File: config.mk
export PLATFORM = sky130hd
export DESIGN_NAME = spi_reg_slave
export DESIGN_NICKNAME = d
export VERILOG_FILES = /design/src/rtl/spi_bridge_pkg.sv /design/src/rtl/spi_pin_sync.sv /design/src/rtl/spi_byte_rx.sv /design/src/rtl/spi_byte_tx.sv /design/src/rtl/spi_reg_slave.sv
export SDC_FILE = /design/constraint.sdc
export NUM_CORES = 1
export LEC_CHECK = 0
export BUFFER_PORTS_ARGS = -buffer_cell sky130_fd_sc_hd__buf_2
export CAP_MARGIN = 20
export CORE_MARGIN = 4
export CORE_UTILIZATION = 50
export DETAILED_ROUTE_END_ITERATION = 10
export PLACE_DENSITY = 0.74
export SKIP_LAST_GASP = 1
export SYNTH_ARGS = -nofsm -noshare
export SYNTH_HDL_FRONTEND = slang
export SYNTH_HIERARCHICAL = 1
export SYNTH_SLANG_ARGS = --single-unit
File: constraint.sdc
create_clock -name clk -period 6.81 [get_ports clk]
set_input_delay 1.0215 -clock clk [delete_from_list [all_inputs] [get_ports clk]]
set_output_delay 1.0215 -clock clk [all_outputs]
set_load 0.05 [all_outputs]
File: src/rtl/spi_bridge_pkg.sv
package spi_bridge_pkg;

  localparam int BYTE_W = 8;

  localparam logic [3:0] ADDR_STREAM = 4'h0;
  localparam logic [3:0] ADDR_TXFREE = 4'h8;
  localparam logic [3:0] ADDR_RXFILL = 4'h9;

  typedef enum logic [1:0] {
    PH_CMD,
    PH_SINGLE,
    PH_BURST,
    PH_DONE
  } phase_e;

  typedef struct packed {
    logic       rd;
    logic [3:0] addr;
    logic       chan;
  } cmd_t;

  function automatic cmd_t decode_cmd(input logic [BYTE_W-1:0] b);
    cmd_t c;
    c.rd   = b[7];
    c.addr = b[6:3];
    c.chan = b[1];
    return c;
  endfunction

endpackage

File: src/rtl/spi_pin_sync.sv
module spi_pin_sync #(
  parameter int STAGES = 2
) (
  input  logic clk,
  input  logic rst_n,
  input  logic sck,
  input  logic cs_n,
  input  logic mosi,
  output logic sck_rise,
  output logic sck_fall,
  output logic cs_active,
  output logic mosi_s
);

  logic [STAGES-1:0] sck_p, cs_p, mosi_p;
  logic              sck_last;

  always_ff @(posedge clk or negedge rst_n) begin
    if (!rst_n) begin
      sck_p    <= '0;
      cs_p     <= '1;
      mosi_p   <= '0;
      sck_last <= 1'b0;
    end else begin
      sck_p    <= {sck_p[STAGES-2:0], sck};
      cs_p     <= {cs_p[STAGES-2:0], cs_n};
      mosi_p   <= {mosi_p[STAGES-2:0], mosi};
      sck_last <= sck_p[STAGES-1];
    end
  end

  assign cs_active = ~cs_p[STAGES-1];
  assign mosi_s    = mosi_p[STAGES-1];
  assign sck_rise  = cs_active &  sck_p[STAGES-1] & ~sck_last;
  assign sck_fall  = cs_active & ~sck_p[STAGES-1] &  sck_last;

endmodule

File: src/rtl/spi_byte_rx.sv
module spi_byte_rx
  import spi_bridge_pkg::*;
(
  input  logic              clk,
  input  logic              rst_n,
  input  logic              cs_active,
  input  logic              sck_rise,
  input  logic              mosi_s,
  output logic              byte_done,
  output logic [BYTE_W-1:0] byte_val
);

  localparam int CNT_W = $clog2(BYTE_W);

  logic [CNT_W-1:0]  cnt_q, cnt_d;
  logic [BYTE_W-2:0] sh_q, sh_d;
  logic              done_q, done_d;
  logic [BYTE_W-1:0] val_q, val_d;

  always_comb begin
    cnt_d  = cnt_q;
    sh_d   = sh_q;
    done_d = 1'b0;
    val_d  = val_q;
    if (!cs_active) begin
      cnt_d = '0;
    end else if (sck_rise) begin
      sh_d  = {sh_q[BYTE_W-3:0], mosi_s};
      cnt_d = cnt_q + CNT_W'(1);
      if (cnt_q == CNT_W'(BYTE_W - 1)) begin
        done_d = 1'b1;
        val_d  = {sh_q, mosi_s};
      end
    end
  end

  always_ff @(posedge clk or negedge rst_n) begin
    if (!rst_n) begin
      cnt_q  <= '0;
      sh_q   <= '0;
      done_q <= 1'b0;
      val_q  <= '0;
    end else begin
      cnt_q  <= cnt_d;
      sh_q   <= sh_d;
      done_q <= done_d;
      if (done_d) val_q <= val_d;
    end
  end

  assign byte_done = done_q;
  assign byte_val  = val_q;

endmodule

File: src/rtl/spi_byte_tx.sv
module spi_byte_tx
  import spi_bridge_pkg::*;
(
  input  logic              clk,
  input  logic              rst_n,
  input  logic              cs_active,
  input  logic              sck_fall,
  input  logic              load,
  input  logic [BYTE_W-1:0] load_val,
  output logic              miso
);

  logic [BYTE_W-1:0] sh_q, sh_d;
  logic              miso_q, miso_d;

  always_comb begin
    sh_d   = sh_q;
    miso_d = miso_q;
    if (!cs_active) begin
      sh_d   = '0;
      miso_d = 1'b0;
    end else if (load) begin
      sh_d = load_val;
    end else if (sck_fall) begin
      miso_d = sh_q[BYTE_W-1];
      sh_d   = {sh_q[BYTE_W-2:0], 1'b0};
    end
  end

  always_ff @(posedge clk or negedge rst_n) begin
    if (!rst_n) begin
      sh_q   <= '0;
      miso_q <= 1'b0;
    end else begin
      sh_q   <= sh_d;
      miso_q <= miso_d;
    end
  end

  assign miso = miso_q;

endmodule

File: src/rtl/spi_reg_slave.sv
module spi_reg_slave
  import spi_bridge_pkg::*;
#(
  parameter int FIFO_DEPTH  = 64,
  parameter int SYNC_STAGES = 2,
  parameter int LVL_W       = $clog2(FIFO_DEPTH + 1)
) (
  input  logic               clk,
  input  logic               rst_n,
  input  logic               spi_sck,
  input  logic               spi_cs_n,
  input  logic               spi_mosi,
  output logic               spi_miso,
  output logic [3:0]         reg_addr,
  output logic               reg_chan,
  output logic [BYTE_W-1:0]  reg_wdata,
  output logic               reg_we,
  output logic               reg_re,
  input  logic [BYTE_W-1:0]  reg_rdata,
  input  logic [2*LVL_W-1:0] tx_level,
  input  logic [2*LVL_W-1:0] rx_level
);

  localparam logic [LVL_W-1:0] DEPTH_L = LVL_W'(FIFO_DEPTH);

  logic sck_rise, sck_fall, cs_active, mosi_s;
  logic byte_done;
  logic [BYTE_W-1:0] byte_val;
  logic tx_load;
  logic [BYTE_W-1:0] tx_load_val;

  spi_pin_sync #(.STAGES(SYNC_STAGES)) u_sync (
    .clk(clk), .rst_n(rst_n), .sck(spi_sck), .cs_n(spi_cs_n), .mosi(spi_mosi),
    .sck_rise(sck_rise), .sck_fall(sck_fall), .cs_active(cs_active), .mosi_s(mosi_s)
  );

  spi_byte_rx u_rx (
    .clk(clk), .rst_n(rst_n), .cs_active(cs_active), .sck_rise(sck_rise),
    .mosi_s(mosi_s), .byte_done(byte_done), .byte_val(byte_val)
  );

  spi_byte_tx u_tx (
    .clk(clk), .rst_n(rst_n), .cs_active(cs_active), .sck_fall(sck_fall),
    .load(tx_load), .load_val(tx_load_val), .miso(spi_miso)
  );

  phase_e            phase_q, phase_d;
  logic              rd_q, rd_d;
  logic [3:0]        addr_q, addr_d;
  logic              chan_q, chan_d;
  logic              pend1_q, pend1_d, pend2_q, pend2_d;
  logic              head_ok_q, head_ok_d;
  logic              we_q, we_d, re_q, re_d;
  logic [BYTE_W-1:0] wdata_q, wdata_d;

  logic [LVL_W-1:0] cur_tx, cur_rx, tx_free;
  logic             tx_room, rx_any;
  cmd_t             cmd;

  assign cur_tx  = chan_q ? tx_level[2*LVL_W-1:LVL_W] : tx_level[LVL_W-1:0];
  assign cur_rx  = chan_q ? rx_level[2*LVL_W-1:LVL_W] : rx_level[LVL_W-1:0];
  assign tx_free = DEPTH_L - cur_tx;
  assign tx_room = cur_tx < DEPTH_L;
  assign rx_any  = cur_rx != '0;
  assign cmd     = decode_cmd(byte_val);

  always_comb begin
    phase_d     = phase_q;
    rd_d        = rd_q;
    addr_d      = addr_q;
    chan_d      = chan_q;
    pend1_d     = 1'b0;
    pend2_d     = pend1_q;
    head_ok_d   = head_ok_q;
    we_d        = 1'b0;
    re_d        = 1'b0;
    wdata_d     = wdata_q;
    tx_load     = 1'b0;
    tx_load_val = '0;

    if (byte_done) begin
      unique case (phase_q)
        PH_CMD: begin
          rd_d    = cmd.rd;
          addr_d  = cmd.addr;
          chan_d  = cmd.chan;
          phase_d = (cmd.addr == ADDR_STREAM) ? PH_BURST : PH_SINGLE;
          pend1_d = cmd.rd;
        end
        PH_SINGLE: begin
          phase_d = PH_DONE;
          if (!rd_q) begin
            we_d    = 1'b1;
            wdata_d = byte_val;
          end
        end
        PH_BURST: begin
          if (rd_q) begin
            re_d      = head_ok_q;
            head_ok_d = 1'b0;
            pend1_d   = 1'b1;
          end else if (tx_room) begin
            we_d    = 1'b1;
            wdata_d = byte_val;
          end
        end
        default: ;
      endcase
    end

    if (pend2_q) begin
      tx_load = 1'b1;
      if (phase_q == PH_BURST) begin
        tx_load_val = rx_any ? reg_rdata : '0;
        head_ok_d   = rx_any;
      end else if (addr_q == ADDR_TXFREE) begin
        tx_load_val = BYTE_W'(tx_free);
      end else if (addr_q == ADDR_RXFILL) begin
        tx_load_val = BYTE_W'(cur_rx);
      end else begin
        tx_load_val = reg_rdata;
        re_d        = 1'b1;
      end
    end

    if (!cs_active) begin
      phase_d   = PH_CMD;
      pend1_d   = 1'b0;
      pend2_d   = 1'b0;
      head_ok_d = 1'b0;
    end
  end

  always_ff @(posedge clk or negedge rst_n) begin
    if (!rst_n) begin
      phase_q   <= PH_CMD;
      rd_q      <= 1'b0;
      addr_q    <= '0;
      chan_q    <= 1'b0;
      pend1_q   <= 1'b0;
      pend2_q   <= 1'b0;
      head_ok_q <= 1'b0;
      we_q      <= 1'b0;
      re_q      <= 1'b0;
      wdata_q   <= '0;
    end else begin
      phase_q   <= phase_d;
      pend1_q   <= pend1_d;
      pend2_q   <= pend2_d;
      head_ok_q <= head_ok_d;
      we_q      <= we_d;
      re_q      <= re_d;
      if (byte_done && phase_q == PH_CMD) begin
        rd_q   <= rd_d;
        addr_q <= addr_d;
        chan_q <= chan_d;
      end
      if (we_d) wdata_q <= wdata_d;
    end
  end

  assign reg_addr  = addr_q;
  assign reg_chan  = chan_q;
  assign reg_wdata = wdata_q;
  assign reg_we    = we_q;
  assign reg_re    = re_q;

endmodule

==> impl_metrics.ini <==
[run_status]
status = finished clean

[cts]
cts_setup_buffers = 0
insertion_delay_ps = 310
cts_max_path_buffers = 2
cts_tree = done
cts.sinks = 56
htree_levels = 2
cts_hold_buffers = 0
cts-buffers-inserted = 5
clock-root-buffer = clkbuf_8
clkTransAtPathRegs_ps = 100
cts_resized = 0

[finish]
num-fill-cells = 513
antennaDiodeCount = 0
area_delta_synth_final_pct = 14.0
drive_gt1_share_pct = 34.5
nets = 362

[timing]
fin_crit_ps = 2690
final_max_slew_viol_count = 0
finalCritPeriodShare_pct = 39.5
rsz0062_at_grt = false
finClkSkew_ps = 8.53
hold_viol = 0
max_slew_margin_pct = 34.8
setup_violations = 0
fmax_ghz = 0.372
finalSetupTns_ps = 0
tightest_slew_ps = 975

[worst_setup_path]
crit_path_max_fanout = 24
critPathRequiredTime_ps = 7010
cpMaxStageDelayCell = dfrtp_1
path_cells = mux2i_1 -> ha_1 -> and2_1 -> o31ai_2 -> o21ai_2 -> mux2_2
rr_worst_depth = 6
reg2reg_slack_ps = 4120
start_kind = register
cp-end-kind = register
crit_type = register to register
worstReg2RegEnd = reg_wdata[3]
crit_arrival_ps = 2890
rr_startpoint = reg_chan
crit_path_max_incr_delay_ps = 900

[floorplan]
coreArea_sq_um = 5570
die_y_microns = 84.4
fp.dieArea_sq_um = 7120
core.rowCount = 27
pin_count = 57
initial_utilization_pct = 52.3
die_w_microns = 84.4

[synthesis]
syn_nets = 308
synthDistinctLibCells = 54
ys_seq_area_share_pct = 48.2
synth_ff_type = dfrtp_1
yosys_register_bits = 56
synthCells = 261
async_flop_share_pct = 100
synth-edff-count = 0
yosys_warnings = 6
syn_avg_cell_area_sq_um = 11.2
synth_area_sq_um = 2920

[power]
peakVddDrop_v = 0.000148
switching_share_pct = 24.4
power_density_nw_per_um2 = 178
seq_power_share_pct = 60.0
p_int_w = 0.000446
p_leak_nw = 1.56
share_comb_of_total_power_pct = 8.6
total_power_w = 0.000590
p_switching_w = 0.000144
clkPwrFrac_pct = 31.3

[route]
wl_per_cell_microns = 14.8
drc = 0
wl_mm = 5.75
vias_per_cell = 5.40
postRouteAntennaNets = 0
drt_iter0_drc = 89
first_pass_iters = 4
vias = 2096

[grt]
grt_pass1_vias = 2147
grt_antenna_before_repair = 0
grt_use_total_pct = 17.0
grt_max_degree = 57
grt.overflow.total = 0
grt_first_pass_wirelength_mm = 9.80

[hold_path]
hold_end = u_sync/mosi_p[1]
hold_start = u_sync/mosi_p[0]
worstHoldPathType = register to register
whs_path_depth = 0

[placed_design]
place_congestion = 0.916
port_buffers = 56
dp_hpwl_mm = 4.33

[job]
cap_violations = 0
## critical path, delay by kind of cell (launching register included)
family	cells	cell delay [ps]
adders and majority gates	1	270
muxes	2	730
AOI/OAI and AO/OA	2	500
and+or+nand+nor	1	180
DFF	1	900
## per-stage QoR
step                      worst slack [ps]  hold slack (ps)  instances  cell area, sq um  util [%]
after floorplan                       4190              331        261              2920         -
after global placement                3970              333        380              3230      58.0
after detailed placement              3940              338        380              3230      58.0
after CTS                             4100              362        388              3320      59.6
after global routing                  3970              365        388              3320      59.6
final                                 4120              359        388              3320      59.6
## worst max path at each step
stage | startpoint | endpoint | slack, ps | depth (start not counted)
after global placement | rx_level[9] | u_tx/sh_q[7] | 3970 | 8
after global routing | reg_chan | reg_wdata[3] | 3970 | 6
final | reg_chan | reg_wdata[3] | 4120 | 6
after detailed placement | rx_level[9] | u_tx/sh_q[7] | 3940 | 8
after CTS | reg_chan | reg_wdata[3] | 4100 | 6
after floorplan | rx_level[9] | u_tx/sh_q[7] | 4190 | 7
## metal layers
layer  global-route usage, %  vias up  part of all wire (%)
met5                       0        -                     0
met4                    6.19        0                   1.7
met3                    3.83        8                   4.1
met2                    28.0       48                    49
met1                    22.0      992                    46
li1                        -     1048                     -
## power by group through the flow
| stage | Clock (W) | Sequential, W | Combinational, W |
|---|---|---|---|
| 6_report | 0.000185 | 0.000354 | 0.0000510 |
| 5_1_grt | 0.000208 | 0.000357 | 0.0000577 |
| 4_1_cts | 0.000195 | 0.000355 | 0.0000521 |
| 3_5_place_dp | 0 | 0.000361 | 0.0000520 |
| 3_3_place_gp | 0 | 0.000360 | 0.0000506 |
| 2_1_floorplan | 0 | 0.000358 | 0.0000262 |
## state kept, by name (all words and copies together), names as in the netlist, 2 cells and up
register and count:
u_rx/cnt_q 3, u_sync/cs_p 2, u_rx/sh_q 7, reg_addr 4, phase_q 2, u_rx/byte_val 8, u_tx/sh_q 8, u_sync/sck_p 2
reg_wdata 8, u_sync/mosi_p 2
## layout by cell type, fill, tap and decap left out, drive strengths merged, types with 4 or more instances in the layout
master  netlist  layout
o21ai        19      19
nor2b         5       5
nand2        18      18
inv           8      10
a21oi        15      15
xnor2         4       4
o211ai        5       5
nand3         6       6
and2          6       6
buf           6      58
ha            6       6
dfrtp        54      54
mux2         29      29
nor3          6       6
clkbuf        5       5
mux2i        19      19
nor2         11      11
## logic make-up after synthesis
kind of cell	count (synthesis)	share of synthesized area [%]
buf+inv	19	3.43
flops	56	48.2
simple gates	70	13.7
xor+xnor	6	1.80
compound gates	56	12.6
mux	48	17.7
fa+ha+maj	6	2.58
## synth_stat cells, types with 2 or more instances
cell / instances / area [sq um]
dfrtp_1: 54 / 1350
mux2_2: 29 / 327
mux2i_1: 19 / 190
nand2_1: 17 / 63.8
a21oi_1: 15 / 75.1
o21ai_0: 15 / 75.1
nor2_1: 11 / 41.3
inv_1: 7 / 26.3
and2_1: 6 / 37.5
ha_1: 6 / 75.1
nor3_1: 6 / 30.0
clkbuf_1: 5 / 18.8
nand3_1: 5 / 25.0
nor2b_1: 5 / 31.3
o211ai_1: 5 / 37.5
xnor2_1: 4 / 35.0
a22oi_1: 3 / 22.5
buf_6: 3 / 33.8
a211oi_1: 2 / 15.0
and3_1: 2 / 12.5
buf_2: 2 / 10.0
dfstp_2: 2 / 52.6
nor3b_1: 2 / 15.0
nor4_1: 2 / 12.5
o21ai_1: 2 / 10.0
o21ai_2: 2 / 17.5
or4_1: 2 / 15.0
xor2_1: 2 / 17.5
## layout make-up
class / count / area [sq um] / area share, %
Clock inverter: 3 / 25.0 / 0.753
Sequential cell: 56 / 1400 / 42.2
Multi-Input combinational cell: 186 / 1410 / 42.5
Inverter: 8 / 30.0 / 0.903
Clock buffer: 5 / 68.8 / 2.07
Tap cell: 72 / 90.1 / 2.71
Timing Repair Buffer: 58 / 295 / 8.88
No activity file was read; power rests on OpenSTA's default activity.
